### src/rtl/seg_addr_pkg.sv
package seg_addr_pkg;

   typedef enum logic [1:0] {
      BASE_NONE = 2'd0,
      BASE_BX   = 2'd1,
      BASE_BP   = 2'd2,
      BASE_BAD  = 2'd3
   } base_sel_e;

   typedef enum logic [1:0] {
      IDX_NONE = 2'd0,
      IDX_SI   = 2'd1,
      IDX_DI   = 2'd2,
      IDX_BAD  = 2'd3
   } index_sel_e;

   typedef enum logic [1:0] {
      DSP_NONE  = 2'd0,
      DSP_SHORT = 2'd1,
      DSP_WORD  = 2'd2,
      DSP_BAD   = 2'd3
   } disp_sel_e;

   typedef enum logic [2:0] {
      SEG_ES = 3'd0,
      SEG_CS = 3'd1,
      SEG_SS = 3'd2,
      SEG_DS = 3'd3,
      SEG_FS = 3'd4,
      SEG_GS = 3'd5
   } seg_code_e;

   localparam int unsigned SEG_COUNT = 6;

endpackage

### src/rtl/seg_ea_unit.sv
module seg_ea_unit
   import seg_addr_pkg::*;
#(
   parameter int unsigned OFS_W    = 16,
   parameter int unsigned SHORT_W  = 8,
   parameter bit          SIGN_EXT = 1'b1
) (
   input  logic [1:0]       base_sel,
   input  logic [1:0]       index_sel,
   input  logic [1:0]       disp_sel,
   input  logic [OFS_W-1:0] reg_bx,
   input  logic [OFS_W-1:0] reg_bp,
   input  logic [OFS_W-1:0] reg_si,
   input  logic [OFS_W-1:0] reg_di,
   input  logic [OFS_W-1:0] disp,
   output logic [OFS_W-1:0] ofs,
   output logic             uses_bp,
   output logic             ea_err
);

   localparam int unsigned EXT_W = OFS_W - SHORT_W;

   if (SHORT_W == 0 || SHORT_W >= OFS_W) begin : g_bad_short
      $error("seg_ea_unit: SHORT_W must lie between 1 and OFS_W-1");
   end

   base_sel_e  base_e;
   index_sel_e idx_e;
   disp_sel_e  dsp_e;

   logic [OFS_W-1:0] base_term;
   logic [OFS_W-1:0] idx_term;
   logic [OFS_W-1:0] dsp_term;
   logic [OFS_W-1:0] short_ext;

   assign base_e = base_sel_e'(base_sel);
   assign idx_e  = index_sel_e'(index_sel);
   assign dsp_e  = disp_sel_e'(disp_sel);

   if (SIGN_EXT) begin : g_short_signed
      assign short_ext = {{EXT_W{disp[SHORT_W-1]}}, disp[SHORT_W-1:0]};
   end else begin : g_short_unsigned
      assign short_ext = {{EXT_W{1'b0}}, disp[SHORT_W-1:0]};
   end

   always_comb begin
      unique case (base_e)
         BASE_BX: base_term = reg_bx;
         BASE_BP: base_term = reg_bp;
         default: base_term = '0;
      endcase
      unique case (idx_e)
         IDX_SI:  idx_term = reg_si;
         IDX_DI:  idx_term = reg_di;
         default: idx_term = '0;
      endcase
      unique case (dsp_e)
         DSP_SHORT: dsp_term = short_ext;
         DSP_WORD:  dsp_term = disp;
         default:   dsp_term = '0;
      endcase
   end

   // three-way sum truncated to the offset width: wraps modulo 2^OFS_W
   assign ofs     = base_term + idx_term + dsp_term;
   assign uses_bp = (base_e == BASE_BP);
   assign ea_err  = (base_e == BASE_BAD) || (idx_e == IDX_BAD) || (dsp_e == DSP_BAD)
                 || ((base_e == BASE_NONE) && (idx_e == IDX_NONE) && (dsp_e == DSP_NONE));

endmodule

### src/rtl/seg_select.sv
module seg_select
   import seg_addr_pkg::*;
#(
   parameter int unsigned SEG_W = 16
) (
   input  logic [SEG_W-1:0] seg_cs,
   input  logic [SEG_W-1:0] seg_ss,
   input  logic [SEG_W-1:0] seg_ds,
   input  logic [SEG_W-1:0] seg_es,
   input  logic [SEG_W-1:0] seg_fs,
   input  logic [SEG_W-1:0] seg_gs,
   input  logic             uses_bp,
   input  logic             ovr_en,
   input  logic [2:0]       ovr_seg,
   output logic [SEG_W-1:0] seg_val,
   output logic             seg_err
);

   logic [SEG_W-1:0] seg_bank [SEG_COUNT];
   logic [2:0]       pick;

   assign seg_bank[SEG_ES] = seg_es;
   assign seg_bank[SEG_CS] = seg_cs;
   assign seg_bank[SEG_SS] = seg_ss;
   assign seg_bank[SEG_DS] = seg_ds;
   assign seg_bank[SEG_FS] = seg_fs;
   assign seg_bank[SEG_GS] = seg_gs;

   always_comb begin
      if (ovr_en)       pick = ovr_seg;
      else if (uses_bp) pick = SEG_SS;
      else              pick = SEG_DS;
   end

   assign seg_err = ovr_en && (int'(ovr_seg) >= SEG_COUNT);
   assign seg_val = seg_err ? '0 : seg_bank[pick];

   always_comb begin
      if (!ovr_en) begin
         a_implied_code_r4 : assert (pick == SEG_SS || pick == SEG_DS);
      end
   end

endmodule

### src/rtl/seg_phys_adder.sv
module seg_phys_adder #(
   parameter int unsigned SEG_W = 16,
   parameter int unsigned OFS_W = 16,
   parameter int unsigned SHIFT = 4,
   parameter int unsigned PA_W  = SEG_W + SHIFT
) (
   input  logic [SEG_W-1:0] seg_val,
   input  logic [OFS_W-1:0] ofs,
   output logic [PA_W-1:0]  pa
);

   if (PA_W != SEG_W + SHIFT) begin : g_bad_pa
      $error("seg_phys_adder: PA_W must equal SEG_W + SHIFT");
   end
   if (OFS_W >= PA_W) begin : g_bad_ofs
      $error("seg_phys_adder: offset must be narrower than the address");
   end

   logic [PA_W-1:0] seg_base;
   logic [PA_W-1:0] ofs_ext;

   if (SHIFT == 0) begin : g_no_shift
      assign seg_base = seg_val;
   end else begin : g_shift
      assign seg_base = {seg_val, {SHIFT{1'b0}}};
   end

   assign ofs_ext = {{(PA_W-OFS_W){1'b0}}, ofs};
   // carry out of the top bit is discarded
   assign pa      = seg_base + ofs_ext;

endmodule

### src/rtl/seg_addr_gen.sv
module seg_addr_gen
   import seg_addr_pkg::*;
#(
   parameter int unsigned SEG_W          = 16,
   parameter int unsigned OFS_W          = 16,
   parameter int unsigned SEG_SHIFT      = 4,
   parameter int unsigned SHORT_W        = 8,
   parameter bit          SIGN_EXT_SHORT = 1'b1,
   localparam int unsigned PA_W          = SEG_W + SEG_SHIFT
) (
   input  logic             clk,
   input  logic             rst,
   input  logic             in_valid,
   input  logic [SEG_W-1:0] seg_cs,
   input  logic [SEG_W-1:0] seg_ss,
   input  logic [SEG_W-1:0] seg_ds,
   input  logic [SEG_W-1:0] seg_es,
   input  logic [SEG_W-1:0] seg_fs,
   input  logic [SEG_W-1:0] seg_gs,
   input  logic [OFS_W-1:0] reg_bx,
   input  logic [OFS_W-1:0] reg_bp,
   input  logic [OFS_W-1:0] reg_si,
   input  logic [OFS_W-1:0] reg_di,
   input  logic [1:0]       base_sel,
   input  logic [1:0]       index_sel,
   input  logic [1:0]       disp_sel,
   input  logic [OFS_W-1:0] disp,
   input  logic             ovr_en,
   input  logic [2:0]       ovr_seg,
   output logic [PA_W-1:0]  phys_addr,
   output logic             out_valid,
   output logic             out_err
);

   logic [OFS_W-1:0] ofs;
   logic             uses_bp;
   logic             ea_err;
   logic [SEG_W-1:0] seg_val;
   logic             seg_err;
   logic [PA_W-1:0]  pa_next;
   logic             req_err;

   seg_ea_unit #(
      .OFS_W   (OFS_W),
      .SHORT_W (SHORT_W),
      .SIGN_EXT(SIGN_EXT_SHORT)
   ) u_ea (
      .base_sel (base_sel),
      .index_sel(index_sel),
      .disp_sel (disp_sel),
      .reg_bx   (reg_bx),
      .reg_bp   (reg_bp),
      .reg_si   (reg_si),
      .reg_di   (reg_di),
      .disp     (disp),
      .ofs      (ofs),
      .uses_bp  (uses_bp),
      .ea_err   (ea_err)
   );

   seg_select #(
      .SEG_W(SEG_W)
   ) u_seg (
      .seg_cs (seg_cs),
      .seg_ss (seg_ss),
      .seg_ds (seg_ds),
      .seg_es (seg_es),
      .seg_fs (seg_fs),
      .seg_gs (seg_gs),
      .uses_bp(uses_bp),
      .ovr_en (ovr_en),
      .ovr_seg(ovr_seg),
      .seg_val(seg_val),
      .seg_err(seg_err)
   );

   seg_phys_adder #(
      .SEG_W(SEG_W),
      .OFS_W(OFS_W),
      .SHIFT(SEG_SHIFT),
      .PA_W (PA_W)
   ) u_pa (
      .seg_val(seg_val),
      .ofs    (ofs),
      .pa     (pa_next)
   );

   assign req_err = ea_err || seg_err;

   always_ff @(posedge clk) begin
      if (rst) begin
         phys_addr <= '0;
         out_valid <= 1'b0;
         out_err   <= 1'b0;
      end else begin
         out_valid <= in_valid && !req_err;
         out_err   <= in_valid && req_err;
         if (in_valid && !req_err) begin
            phys_addr <= pa_next;
         end
      end
   end

   p_flags_exclusive_r7 : assert property (@(posedge clk) disable iff (rst)
      !(out_valid && out_err));

   p_flag_needs_strobe_r7 : assert property (@(posedge clk) disable iff (rst)
      (out_valid || out_err) |-> $past(in_valid));

   p_hold_when_idle_r9 : assert property (@(posedge clk) disable iff (rst)
      (!out_valid && !$past(rst)) |-> $stable(phys_addr));

   p_reset_clears_r8 : assert property (@(posedge clk)
      rst |=> (phys_addr == '0 && !out_valid && !out_err));

   p_err_from_encoding_r6 : assert property (@(posedge clk) disable iff (rst)
      (in_valid && base_sel == 2'd3) |=> out_err);

endmodule

### config.mk
export PLATFORM = sky130hd
export DESIGN_NAME = seg_addr_gen
export DESIGN_NICKNAME = d
export VERILOG_FILES = /design/src/rtl/seg_addr_pkg.sv /design/src/rtl/seg_ea_unit.sv /design/src/rtl/seg_select.sv /design/src/rtl/seg_phys_adder.sv /design/src/rtl/seg_addr_gen.sv
export SDC_FILE = /design/constraint.sdc
export NUM_CORES = 1
export LEC_CHECK = 0
export ABC_CLOCK_PERIOD_IN_PS = 8530
export BUFFER_PORTS_ARGS = -buffer_cell sky130_fd_sc_hd__buf_2
export CAP_MARGIN = 30
export CELL_PAD_IN_SITES_DETAIL_PLACEMENT = 1
export CELL_PAD_IN_SITES_GLOBAL_PLACEMENT = 1
export CORE_MARGIN = 4
export CORE_UTILIZATION = 35
export CTS_BUF_LIST = sky130_fd_sc_hd__clkbuf_16
export CTS_CLUSTER_DIAMETER = 40
export DETAILED_ROUTE_END_ITERATION = 8
export GPL_ROUTABILITY_DRIVEN = 0
export GPL_TIMING_DRIVEN = 0
export PLACE_DENSITY_LB_ADDON = 0.12
export SKIP_CTS_REPAIR_TIMING = 1
export SYNTH_ARGS = -nofsm -noshare
export SYNTH_HDL_FRONTEND = slang
export SYNTH_HIERARCHICAL = 1
export SYNTH_SLANG_ARGS = --single-unit
### constraint.sdc
create_clock -name clk -period 8.53 [get_ports clk]
set_clock_uncertainty 0.05 [all_clocks]
set_input_delay 0.853 -clock clk [delete_from_list [all_inputs] [get_ports clk]]
set_output_delay 0.853 -clock clk [all_outputs]
set_load 0.05 [all_outputs]
# [Word-level counts from Yosys, hierarchy flattened]
# Cells that the tools add are included.
[word_totals] wordCells=40 output_inout_bits=22 ff_bits=22 in_bits=189
[classes] reduce_logical=13 n_lt_le_gt_ge=2 eq_ne=9 muxes=9 addsub=3 bitwise_logic=1
[ops] operator="$pmux W16 S2" n=3
[ops] operator="$bmux W16 S3" n=1
[ops] operator="$mux W16" n=3
[ops] operator="$add A16 B16 Y16" n=2
[ops] operator="$add A20 B16 Y20" n=1
[ops] operator="$eq A2 B2 Y1 const B" n=6
[ops] operator="$eq A2 B1 Y1 const B" n=3
[ops] operator="$logic_not A2 Y1" n=3
[ops] operator="$logic_and A1 B1 Y1" n=5
[ops] operator="$ge A4 B4 Y1 const B" n=1
[ops] operator="$logic_or A1 B1 Y1" n=4
[ops] operator="$not A3 Y4" n=1
[ops] operator="$ge A3 B3 Y1 const B" n=1
[ops] operator="$mux W3" n=1
[ops] operator="$logic_not A1 Y1" n=1
[ops] operator="$mux W1" n=1

# [Longest topological paths before layout]
# Gate-level depths: netlist (run 1).
[logic_depth] ltp_word=9 mapped_depth=25 depth_no_buf=23

# [Modules after synthesis]
# The synthesis (run 1) kept the hierarchy.
[modules_own_cells] mod="seg_ea_unit" n_inst=1 area_each_um2=1856.8 seq_area_each_um2=0.0 cells_each=251
[modules_own_cells] mod="seg_addr_gen" n_inst=1 area_each_um2=965.9 seq_area_each_um2=440.4 cells_each=93
[modules_own_cells] mod="seg_select" n_inst=1 area_each_um2=893.4 seq_area_each_um2=0.0 cells_each=85
[modules_own_cells] mod="seg_phys_adder" n_inst=1 area_each_um2=802.0 seq_area_each_um2=0.0 cells_each=110

# [Worst setup path before layout (run 1)]
# Ideal clock, no wire load.
[synth_path] path_type="input-to-reg" startpoint="input base_sel[0]" endpoint="register phys_addr[19]" path_stages=25 required_time_ps=8360 n_path_buf=3 setup_ps=120 path_slack_ps=3085 arrival_ps=5276 cell_sequence="inv_1 > ha_1 > clkbuf_1 > clkbuf_1 > a22o_1 > nand2_1 > fa_1 > inv_1 > ha_1 > inv_1 > fa_1 > nor2b_1 > o211ai_1 > nand2_1 > a21oi_1 > xnor2_1 > ha_1 > buf_6 > a211o_1 > a31oi_2 > nor3_2 > nor4b_4 > or4_1 > nand2b_1 > mux2i_1"
[synth_between] word_cells_on_any_way=23 classes_between="3 x add/sub; 3 x eq/ne; 7 x mux; 1 x bitwise; 9 x reduce/logical"
[synth_rtl] item="from (decl)" line_no="seg_addr_gen.sv:24" source="input logic [1:0] base_sel,"
[synth_rtl] item="$eq A2 B2 Y1" line_no="seg_ea_unit.sv:66" source="assign uses_bp = (base_e == BASE_BP);"
[synth_rtl] item="via uses_bp" line_no="seg_addr_gen.sv:36" source="logic uses_bp;"
[synth_rtl] item="$pmux W16 S2" line_no="seg_ea_unit.sv:47" source="unique case (base_e)"
[synth_rtl] item="$add A16 B16 Y16 (2 in a row)" line_no="seg_ea_unit.sv:65" source="assign ofs = base_term + idx_term + dsp_term;"
[synth_rtl] item="via ofs[7]" line_no="seg_addr_gen.sv:35" source="logic [OFS_W-1:0] ofs;"
[synth_rtl] item="$add A20 B16 Y20" line_no="seg_phys_adder.sv:30" source="assign pa = seg_base + ofs_ext;"
[synth_rtl] item="via pa_next[19]" line_no="seg_addr_gen.sv:40" source="logic [PA_W-1:0] pa_next;"
[synth_rtl] item="to (signal assigned)" line_no="seg_addr_gen.sv:99" source="phys_addr <= pa_next;"
[synth_rtl] item="to (decl)" line_no="seg_addr_gen.sv:30" source="output logic [PA_W-1:0] phys_addr,"
# The timed path passes the listed nets, and every way through them passes these cells. The select of a mux whose other input is x is not followed.
# A chain may end at the register's enable or synchronous reset.

# [Worst setup path after layout (run 1)]
# Ends and elaborated chain as after synthesis.

==> metrics.md, run 1 <==
| Metric | Value |
|---|---|
| WL/cell | between 15 and 20 µm |
| Final hold slack | 423.2 ps |
| Finish-stage setup viols | 0 |
| First-pass GRT wire length | between 20000 and 30000 µm |
| CTS tree | built |
| Worst-Skew Late Latency | between 200 and 300 ps |
| Ys flop type | dfxtp_1 |
| Antenna-violating nets left | 0 |
| Via Count | ~4800 |
| CP Max Fanout | 10 |
| Clock buffer depth | 2 |
| Hold Path Stages | 2 |
| Nets | roughly 1000 |
| Top cells by area, synth | mux2i_1 12%, ha_1 11%, dfxtp_1 9.7% |
| Static Leakage | around 3 nW |
| Register clock-pin slew on the reported worst setup and hold paths | ~70 ps |
| Total GRT Usage | 0.2154 |
| # H-tree levels | 1 |
| Diodes inserted | 0 |
| Yosys warnings | 6 |
| Share of the synthesized area in the top cell type | 0.1174 |
| DP Area | between 5000 and 6000 µm² |
| Detailed Routing Iterations Pass 1 | 4 |
| Max Clk Rate | ~0.16 GHz |
| Number of library cell types mapped by synthesis | 60 |
| Commonest non-fill, non-tap cells in the layout | 213 x buf_2, 53 x mux2i_1, 51 x nand2_1 |
| Gate Count Post-Synth | ~540 |
| Syn Area/Cell | 8.382 µm² |
| Worst Tran Pin Value | around 570 ps |
| Chip Height | ~120 µm |
| Critical path depth | 25 |
| Vias in the first global route | approximately 5300 |
| DRT Wirelength | 16280 µm |
| Sequential-to-total area share from yosys stat | 0.09748 |
| DRT iter0 DRCs | approximately 170 |
| Setup CP Type | in -> reg |
| Crit. End Element | register |
| Crit path max-delay cell type | fa_1 |
| # DRC | 0 |
| R2r worst-path depth | 2 |
| Critical path arrival | roughly 6400 ps |
| Period utilization | 0.7402 |
| Cell Pwr Density | 124.6 nW/µm² |
| CP top delay family | adder cells |
| Min-delay worst type | reg -> reg |
| DR vias/cell | 5.138 |
| Post-Syn Area | ~4500 µm² |
| Grt total ovfl | 0 |
| Total negative setup slack | 0 ps |
| Most common cell after layout, fill and taps aside | buf_2 |
| Starting density of the core | 0.3580 |
| Final core utilization | 0.4667 |
| Syn Nets | 783 |
| Final Hold Fails | 0 |
| Slew Limit Fails | 0 |
| Largest net degree at the start of global routing | 14 |
| Slew headroom | 0.6200 |
| Clock Sinks | 22 |
| Core footprint | around 13000 µm² |
| Max-capacitance violation count | 0 |
| Total power | 0.0007336 W |
| PortBufs | 210 |
| Hpwl dp | 14300 µm |
| Synthesis-to-layout area growth | 30.35% |
| Worst EP required | roughly 8600 ps |
| Clock root cell | clkbuf_16 |
| Final instance area | 5889 µm² |
| Status | finished, final reports clean |
| TritonCTS buffer count | 3 |
| Initial antenna violation count | 0 |
| Synth area leader | mux2i_1 |
| Worst path max stage delay | approximately 500 ps |
| Number of synthesized flops with an enable pin | 0 |
| CP bufs+invs | 6 |
| Share of cells above drive strength 1 | 0.3612 |
| Core Rows | 41 |
| RSZ-0062 raised after global routing | no |
| Async set or reset register ratio after synthesis | 0 |
| Startpoint class of the critical path | input port |
| Maximum vdd drop | 62.95 µV |
| Yosys reg bits | 22 |
| IO Count | about 210 |
| Min Tclk post-route | 6314 ps |
| Die area | between 10000 and 15000 µm² |
| Chip width | 121.6 µm |
==> worst paths after layout <==
kind,startpoint,endpoint,slack (ps)
hold reg to reg,phys_addr[11]$_SDFFE_PP0P_,phys_addr[11]$_SDFFE_PP0P_,420
hold / removal,phys_addr[11]$_SDFFE_PP0P_,phys_addr[11]$_SDFFE_PP0P_,420
setup reg to reg,phys_addr[19]$_SDFFE_PP0P_,phys_addr[19]$_SDFFE_PP0P_,7890
setup / recovery,base_sel[0],phys_addr[19]$_SDFFE_PP0P_,2220
==> layer usage <==
metal  share of wire  global-route usage  vias up  wire, µm
met5               0                   0        -         0
met4           0.012             0.03641        0       189
met3           0.054             0.02878       10       882
met2            0.51              0.3990      139      8298
met1            0.42              0.2690     2226      6908
li1                -                   -     2378         -
==> cells in the mapped netlist, types with 10 or more instances <==
| cell | n |
|---|---|
| a21o_1 | 10 |
| a21oi_1 | 18 |
| a22o_1 | 28 |
| and2_1 | 11 |
| clkbuf_1 | 17 |
| dfxtp_1 | 22 |
| fa_1 | 17 |
| ha_1 | 38 |
| inv_1 | 36 |
| mux2i_1 | 53 |
| nand2_1 | 51 |
| nand2b_1 | 48 |
| nor2_1 | 19 |
| o21ai_0 | 17 |
| o221ai_1 | 13 |
| o221ai_2 | 20 |
| xnor2_1 | 20 |
==> state kept, by name (all words and copies together) (netlist names) <==
name and count:
out_valid 1, out_err 1, phys_addr 20
==> power by group <==
group          switching [W]  leakage (nW)  internal (W)
clock network      0.0000418        0.0511     0.0000933
registers         0.00000499         0.179      0.000114
logic               0.000280          2.78      0.000200
==> per-stage QoR <==
step / worst slack, ps / instances
after CTS: 2269 / 925
after global placement: 2129 / 921
after global routing: 1820 / 925
after detailed placement: 2018 / 921
after floorplan: 3085 / 539
final: 2216 / 925
==> area by class of cell <==
| cell class | count | area, µm² |
|---|---|---|
| fillers | 1631 | 6730 |
| multi-input cells | 444 | 3705 |
| repair buffers | 210 | 1051 |
| flip-flops and latches | 22 | 440.4 |
| plain buffers | 36 | 234.0 |
| well taps | 172 | 215.2 |
| inverters | 37 | 138.9 |
| clock buffers | 3 | 75.07 |
| clock inverters | 1 | 30.03 |
==> kinds of logic after synthesis <==
logic type               share of synthesized area
XOR/XNOR                                   0.04459
AO/OA/AOI/OAI                               0.2725
multiplexers                                0.1174
adder cells (fa/ha/maj)                     0.1806
buffers and inverters                      0.08252
flip-flops                                 0.09748
AND/OR/NAND/NOR                             0.2049
==> tightest hold or removal path, delay by kind of cell, from the launching register on <==
kind | cells | cell delay (ps)
DFF | 1 | 310
and+or+nand+nor | 1 | 60
muxes | 1 | 60
Note: power is estimated with default switching activity, not from simulation.
==> run 2: changes to the inputs <==
--- a/config.mk
+++ b/config.mk
@@ -5,13 +5,13 @@
 export SDC_FILE = /design/constraint.sdc
 export NUM_CORES = 1
 export LEC_CHECK = 0
-export ABC_CLOCK_PERIOD_IN_PS = 8530
+export ABC_CLOCK_PERIOD_IN_PS = 5800
 export BUFFER_PORTS_ARGS = -buffer_cell sky130_fd_sc_hd__buf_2
 export CAP_MARGIN = 30
 export CELL_PAD_IN_SITES_DETAIL_PLACEMENT = 1
 export CELL_PAD_IN_SITES_GLOBAL_PLACEMENT = 1
 export CORE_MARGIN = 4
-export CORE_UTILIZATION = 35
+export CORE_UTILIZATION = 31
 export CTS_BUF_LIST = sky130_fd_sc_hd__clkbuf_16
 export CTS_CLUSTER_DIAMETER = 40
 export DETAILED_ROUTE_END_ITERATION = 8
==> constraint.sdc (replaced) <==
create_clock -name clk -period 5.8 [get_ports clk]
set_clock_uncertainty 0.05 [all_clocks]
set_input_delay 0.58 -clock clk [delete_from_list [all_inputs] [get_ports clk]]
set_output_delay 0.58 -clock clk [all_outputs]
set_load 0.05 [all_outputs]
==> run 2 against run 1 <==
First-iteration DRC count is 21% lower. Global-route usage decreased by 2.2 points. Critical path type unchanged. Register-to-register slack worse by 2800 ps. Sequential share of layout area is 0.068 points lower. Combinational power up 48%. Setup slack lost 1900 ps.
==> metrics.md, run 2 (same netlist as run 1, synthesis figures left out) <==
| Metric | Value |
|---|---|
| Startpoint class of the critical path | input port |
| Max reg flops | 20 |
| CP top delay family | adder cells |
| Largest net degree at the start of global routing | 14 |
| Chip Height | around 130 µm |
| Top reg by flops | phys_addr |
| Total GRT Usage | 0.1937 |
| Largest registers | phys_addr (20), out_err (1), out_valid (1) |
| Min Tclk post-route | between 5000 and 6000 ps |
| Starting density of the core | 0.3205 |
| Vias in the first global route | approximately 5400 |
| Worst Tran Pin Value | about 660 ps |
| Commonest non-fill, non-tap cells in the layout | 214 x buf_2, 53 x mux2i_1, 51 x nand2_1 |
| Area of the multi-input gates | roughly 3700 µm² |
| Period utilization | 0.9384 |
| Via Count | ~4800 |
| Clock buffer depth | 2 |
| Initial antenna violation count | 0 |
| Setup CP Type | in -> reg |
| Slew headroom | 0.5583 |
| Worst path max stage delay | around 620 ps |
| DRT iter0 DRCs | 138 |
| Critical path arrival | around 5500 ps |
| Finish-stage setup viols | 0 |
| Critical path's most frequent cell | inv_1 |
| Crit path max-delay cell type | or4_1 |
| Slew Limit Fails | 0 |
| Final core utilization | 0.4216 |
| First-pass GRT wire length | around 27000 µm |
| R2R Setup Slk | 5120 ps |
| WL/cell | 17.32 µm |
| Detailed Routing Iterations Pass 1 | 4 |
| Hpwl dp | roughly 14000 µm |
| Crit. End Element | register |
| Cell Pwr Density | between 150 and 200 nW/µm² |
| Status | finished, final reports clean |
| Grt total ovfl | 0 |
| Most common cell after layout, fill and taps aside | buf_2 |
| DR vias/cell | between 5 and 6 |
| # H-tree levels | 1 |
| Register clock-pin slew on the reported worst setup and hold paths | 60 ps |
| # DRC | 0 |
| CP bufs+invs | 7 |
| Max Clk Rate | ~0.18 GHz |
| Final Hold Fails | 0 |
| Static Leakage | between 3 and 4 nW |
| CP Max Fanout | 10 |
| Diodes inserted | 0 |
| DRT Wirelength | 16130 µm |
| Clock root cell | clkbuf_16 |
| Min-delay worst type | reg -> reg |
| Synthesis-to-layout area growth | 31.54% |
| Maximum vdd drop | between 100 and 150 µV |
| Share of cells above drive strength 1 | 0.3808 |
| DP Area | approximately 5800 µm² |
| CTS tree | built |
| Nets | around 1000 |
| RSZ-0062 raised after global routing | no |
| FILL cells | approximately 1800 |
| Chip width | between 100 and 150 µm |
| Storage cell area | 440.4 µm² |
| Core Rows | 43 |
| Worst-Skew Late Latency | 250 ps |
| IO Count | 211 |
| Clock Sinks | 22 |
| TritonCTS buffer count | 3 |
| Antenna-violating nets left | 0 |
| Die area | roughly 17000 µm² |
| Core footprint | 14100 µm² |
| Worst EP required | just under 6000 ps |
| PortBufs | between 200 and 250 |
| Final instance area | 5943 µm² |
| Max-capacitance violation count | 0 |
## run 2: cell count changes in the layout (fill, tap and decap cells not counted), moves of 2 or more
cell / delta
clkbuf_4: +2
ha_2: +4
clkbuf_1: -10
ha_1: -4
clkbuf_2: +3
buf_4: +2
## run 2: metal layers
metal / GRT usage / wire, µm
met1: 0.2461 / 6980
met2: 0.3524 / 8008
met3: 0.03072 / 956
met4: 0.02656 / 183
met5: 0 / 0
## run 2: through the flow
| step | cells | total power, W | TNS, ps | hold WS (ps) | setup WS (ps) |
|---|---|---|---|---|---|
| after floorplan | 539 | 0.0006736 | 0 | 642.8 | 627.8 |
| after global placement | 929 | 0.0008681 | -1824 | 408.6 | -515.1 |
| after detailed placement | 929 | 0.0008876 | -2450 | 410.8 | -575.0 |
| after CTS | 933 | 0.001082 | -785.3 | 427.1 | -309.6 |
| after global routing | 931 | 0.001174 | 0 | 447.9 | 17.82 |
| final | 931 | 0.001079 | 0 | 427.1 | 357.2 |
## run 2: cell type report
type,count,share of cell area
multi-input cells,444,0.6286
well taps,180,0.03789
flip-flops and latches,22,0.07411
inverters,37,0.02337
clock inverters,1,0.005053
clock buffers,3,0.01263
repair buffers,211,0.1781
plain buffers,33,0.04021
## run 2: worst reg2reg max path, delay by kind of cell, from the launching register on
family | cells | cell delay, ps
DFF | 1 | 340
muxes | 1 | 150
and+or+nand+nor | 1 | 70
## run 2: path summary, 6_finish.rpt
kind | startpoint | endpoint | cells after the start
setup / recovery | base_sel[0] | phys_addr[19]$_SDFFE_PP0P_ | 26
hold / removal | phys_addr[18]$_SDFFE_PP0P_ | phys_addr[18]$_SDFFE_PP0P_ | 2
setup reg to reg | phys_addr[5]$_SDFFE_PP0P_ | phys_addr[5]$_SDFFE_PP0P_ | 2
hold reg to reg | phys_addr[18]$_SDFFE_PP0P_ | phys_addr[18]$_SDFFE_PP0P_ | 2
## run 2: where the power goes
part | switching (W) | internal, W
Combinational | 0.000414 | 0.000298
Clock | 0.0000545 | 0.000137
Sequential | 0.00000802 | 0.000167
==> run 3: changes to the inputs <==
--- a/config.mk
+++ b/config.mk
@@ -5,13 +5,13 @@
 export SDC_FILE = /design/constraint.sdc
 export NUM_CORES = 1
 export LEC_CHECK = 0
-export ABC_CLOCK_PERIOD_IN_PS = 5800
+export ABC_CLOCK_PERIOD_IN_PS = 5430
 export BUFFER_PORTS_ARGS = -buffer_cell sky130_fd_sc_hd__buf_2
 export CAP_MARGIN = 30
 export CELL_PAD_IN_SITES_DETAIL_PLACEMENT = 1
 export CELL_PAD_IN_SITES_GLOBAL_PLACEMENT = 1
 export CORE_MARGIN = 4
-export CORE_UTILIZATION = 31
+export CORE_UTILIZATION = 34
 export CTS_BUF_LIST = sky130_fd_sc_hd__clkbuf_16
 export CTS_CLUSTER_DIAMETER = 40
 export DETAILED_ROUTE_END_ITERATION = 8
==> constraint.sdc (replaced) <==
create_clock -name clk -period 5.43 [get_ports clk]
set_clock_uncertainty 0.05 [all_clocks]
set_input_delay 0.543 -clock clk [delete_from_list [all_inputs] [get_ports clk]]
set_output_delay 0.543 -clock clk [all_outputs]
set_load 0.05 [all_outputs]
==> run 3 against run 2 <==
Register-to-register slack worse by 340 ps. First-iteration DRC count is 56% higher. Via count is 0.58% lower. Flip-flop and latch count stayed put. Hold slack worse by 3.7 ps. Critical path type unchanged.
==> metrics.md, run 3 (same netlist as run 1, synthesis figures left out) <==
| Metric | Value |
|---|---|
| Vias in the first global route | roughly 5300 |
| DRT iter0 DRCs | 215 |
| Min Tclk post-route | just over 5000 ps |
| DRT Wirelength | ~17000 µm |
| CTS tree | built |
| Chip Height | between 100 and 150 µm |
| Worst Tran Pin Value | 610.3 ps |
| Die area | ~15000 µm² |
| Final Hold Fails | 0 |
| Starting density of the core | 0.3523 |
| Final hold slack | 423.4 ps |
| Commonest non-fill, non-tap cells in the layout | 213 x buf_2, 53 x mux2i_1, 51 x nand2_1 |
| Register clock-pin slew on the reported worst setup and hold paths | 70 ps |
| Min-delay worst type | reg -> reg |
| Cell Chain, Critical Path | buf_2, inv_1, ha_2, clkbuf_4, nand2_1, fa_1, inv_1, ha_1, inv_1, fa_1, nor2b_2, o211ai_1, nand2_1, a41oi_2, mux2i_1, a221oi_2, ha_4, a21o_1, o21ai_1, a2111oi_0, or4_1, nand2b_1, mux2i_1 |
| CP bufs+invs | 5 |
| Slew Limit Fails | 0 |
| Critical path's most frequent cell | inv_1 |
| Worst path max stage delay | approximately 500 ps |
| TritonCTS buffer count | 3 |
| Most common cell after layout, fill and taps aside | buf_2 |
| GR Util met3 | 0.02973 |
| Share of cells above drive strength 1 | 0.3888 |
| Top reg by flops | phys_addr |
| Synthesis-to-layout area growth | 32.95% |
| Critical path arrival | 5240 ps |
| Core Rows | slightly above 40 |
| Final instance area | roughly 6000 µm² |
| Total power | about 0.0012 W |
| Setup CP Type | in -> reg |
| Crit. End Element | register |
| Period utilization | 0.9454 |
| Worst-Skew Late Latency | 260 ps |
| CP Max Fanout | 10 |
| DP Area | 5784 µm² |
| IO Count | ~210 |
| First-pass GRT wire length | around 25000 µm |
| Clock root cell | clkbuf_16 |
| Largest registers | phys_addr (20), out_err (1), out_valid (1) |
| M2 GR Usage | 0.3904 |
| Max Clk Rate | approximately 0.19 GHz |
| Worst setup margin | 296.3 ps |
| Clock Sinks | 22 |
| Pre-CTS setup slack | -758.0 ps |
| Largest net degree at the start of global routing | 14 |
| Startpoint class of the critical path | input port |
| Core footprint | 12820 µm² |
| GR Layer Usage met1 | 0.2501 |
| GRT Max-Usage Layer | met2 |
| Static Leakage | a little over 3 nW |
| Chip width | approximately 120 µm |
| Initial antenna violation count | 0 |
| Clock buffer depth | 2 |
| # H-tree levels | 1 |
| Crit path max-delay cell type | or4_1 |
| Max reg flops | 20 |
| Slew headroom | 0.5931 |
| Maximum vdd drop | ~100 µV |
| Max-capacitance violation count | 0 |
| Final core utilization | 0.4684 |
| # DRC | 0 |
| Status | finished, final reports clean |
| Cell Pwr Density | about 200 nW/µm² |
| Via Count | roughly 4800 |
| DR vias/cell | just over 5 |
| Worst EP required | 5530 ps |
| PortBufs | 210 |
| Hpwl dp | 14300 µm |
| Grt total ovfl | 0 |
| CP top delay family | adder cells |
| Diodes inserted | 0 |
| Antenna-violating nets left | 0 |
| Nets | around 1000 |
| WL/cell | approximately 18 µm |
| RSZ-0062 raised after global routing | no |
| Total GRT Usage | 0.2096 |
| Finish-stage setup viols | 0 |
| Detailed Routing Iterations Pass 1 | 4 |
## run 3: cell types whose count changed in the layout (fill, tap and decap cells not counted), moves of 2 or more
cell      delta
nor2b_1      -2
nor2b_2      +2
ha_4         +5
clkbuf_2     -3
clkbuf_4     +2
ha_1         -4
buf_4        +2
## run 3: tightest hold or removal path: stages (launching register included)
cell and delay, ps:
dfxtp_1 310, nand2b_1 60, mux2i_1 60
## run 3: per-stage QoR
stage                     std cells  setup TNS [ps]
after floorplan                 539               0
after global placement          921           -3663
after detailed placement        921           -4539
after CTS                       925           -2151
after global routing            923               0
final                           923               0
## run 3: cell type report
type	instances	area (µm²)
clock inverters	1	30.03
plain buffers	32	241.5
clock buffers	3	75.07
multi-input cells	444	3800
fillers	1626	6818
inverters	37	138.9
repair buffers	212	1066
flip-flops and latches	22	440.4
well taps	172	215.2
## run 3: worst paths after layout
path / from / to / slack (ps) / cells past startpoint
max: base_sel[1] / phys_addr[19]$_SDFFE_PP0P_ / 300 / 23
min: phys_addr[3]$_SDFFE_PP0P_ / phys_addr[3]$_SDFFE_PP0P_ / 420 / 2
max reg2reg: phys_addr[8]$_SDFFE_PP0P_ / phys_addr[8]$_SDFFE_PP0P_ / 4780 / 2
min reg2reg: phys_addr[3]$_SDFFE_PP0P_ / phys_addr[3]$_SDFFE_PP0P_ / 420 / 2
## run 3: per-layer routing
metal  wire length [µm]  vias to the layer above
li1                   -                     2374
met1               6790                     2219
met2               8271                      172
met3               1100                       21
met4                340                        0
met5                  0                        -
## run 3: power breakdown
part	leakage [nW]	total [W]	internal (W)	switching (W)
registers	0.179	0.000187	0.000179	0.00000801
logic	2.82	0.000774	0.000328	0.000447
clock network	0.0511	0.000215	0.000147	0.0000684
total	3.05	0.00118	0.000653	0.000523
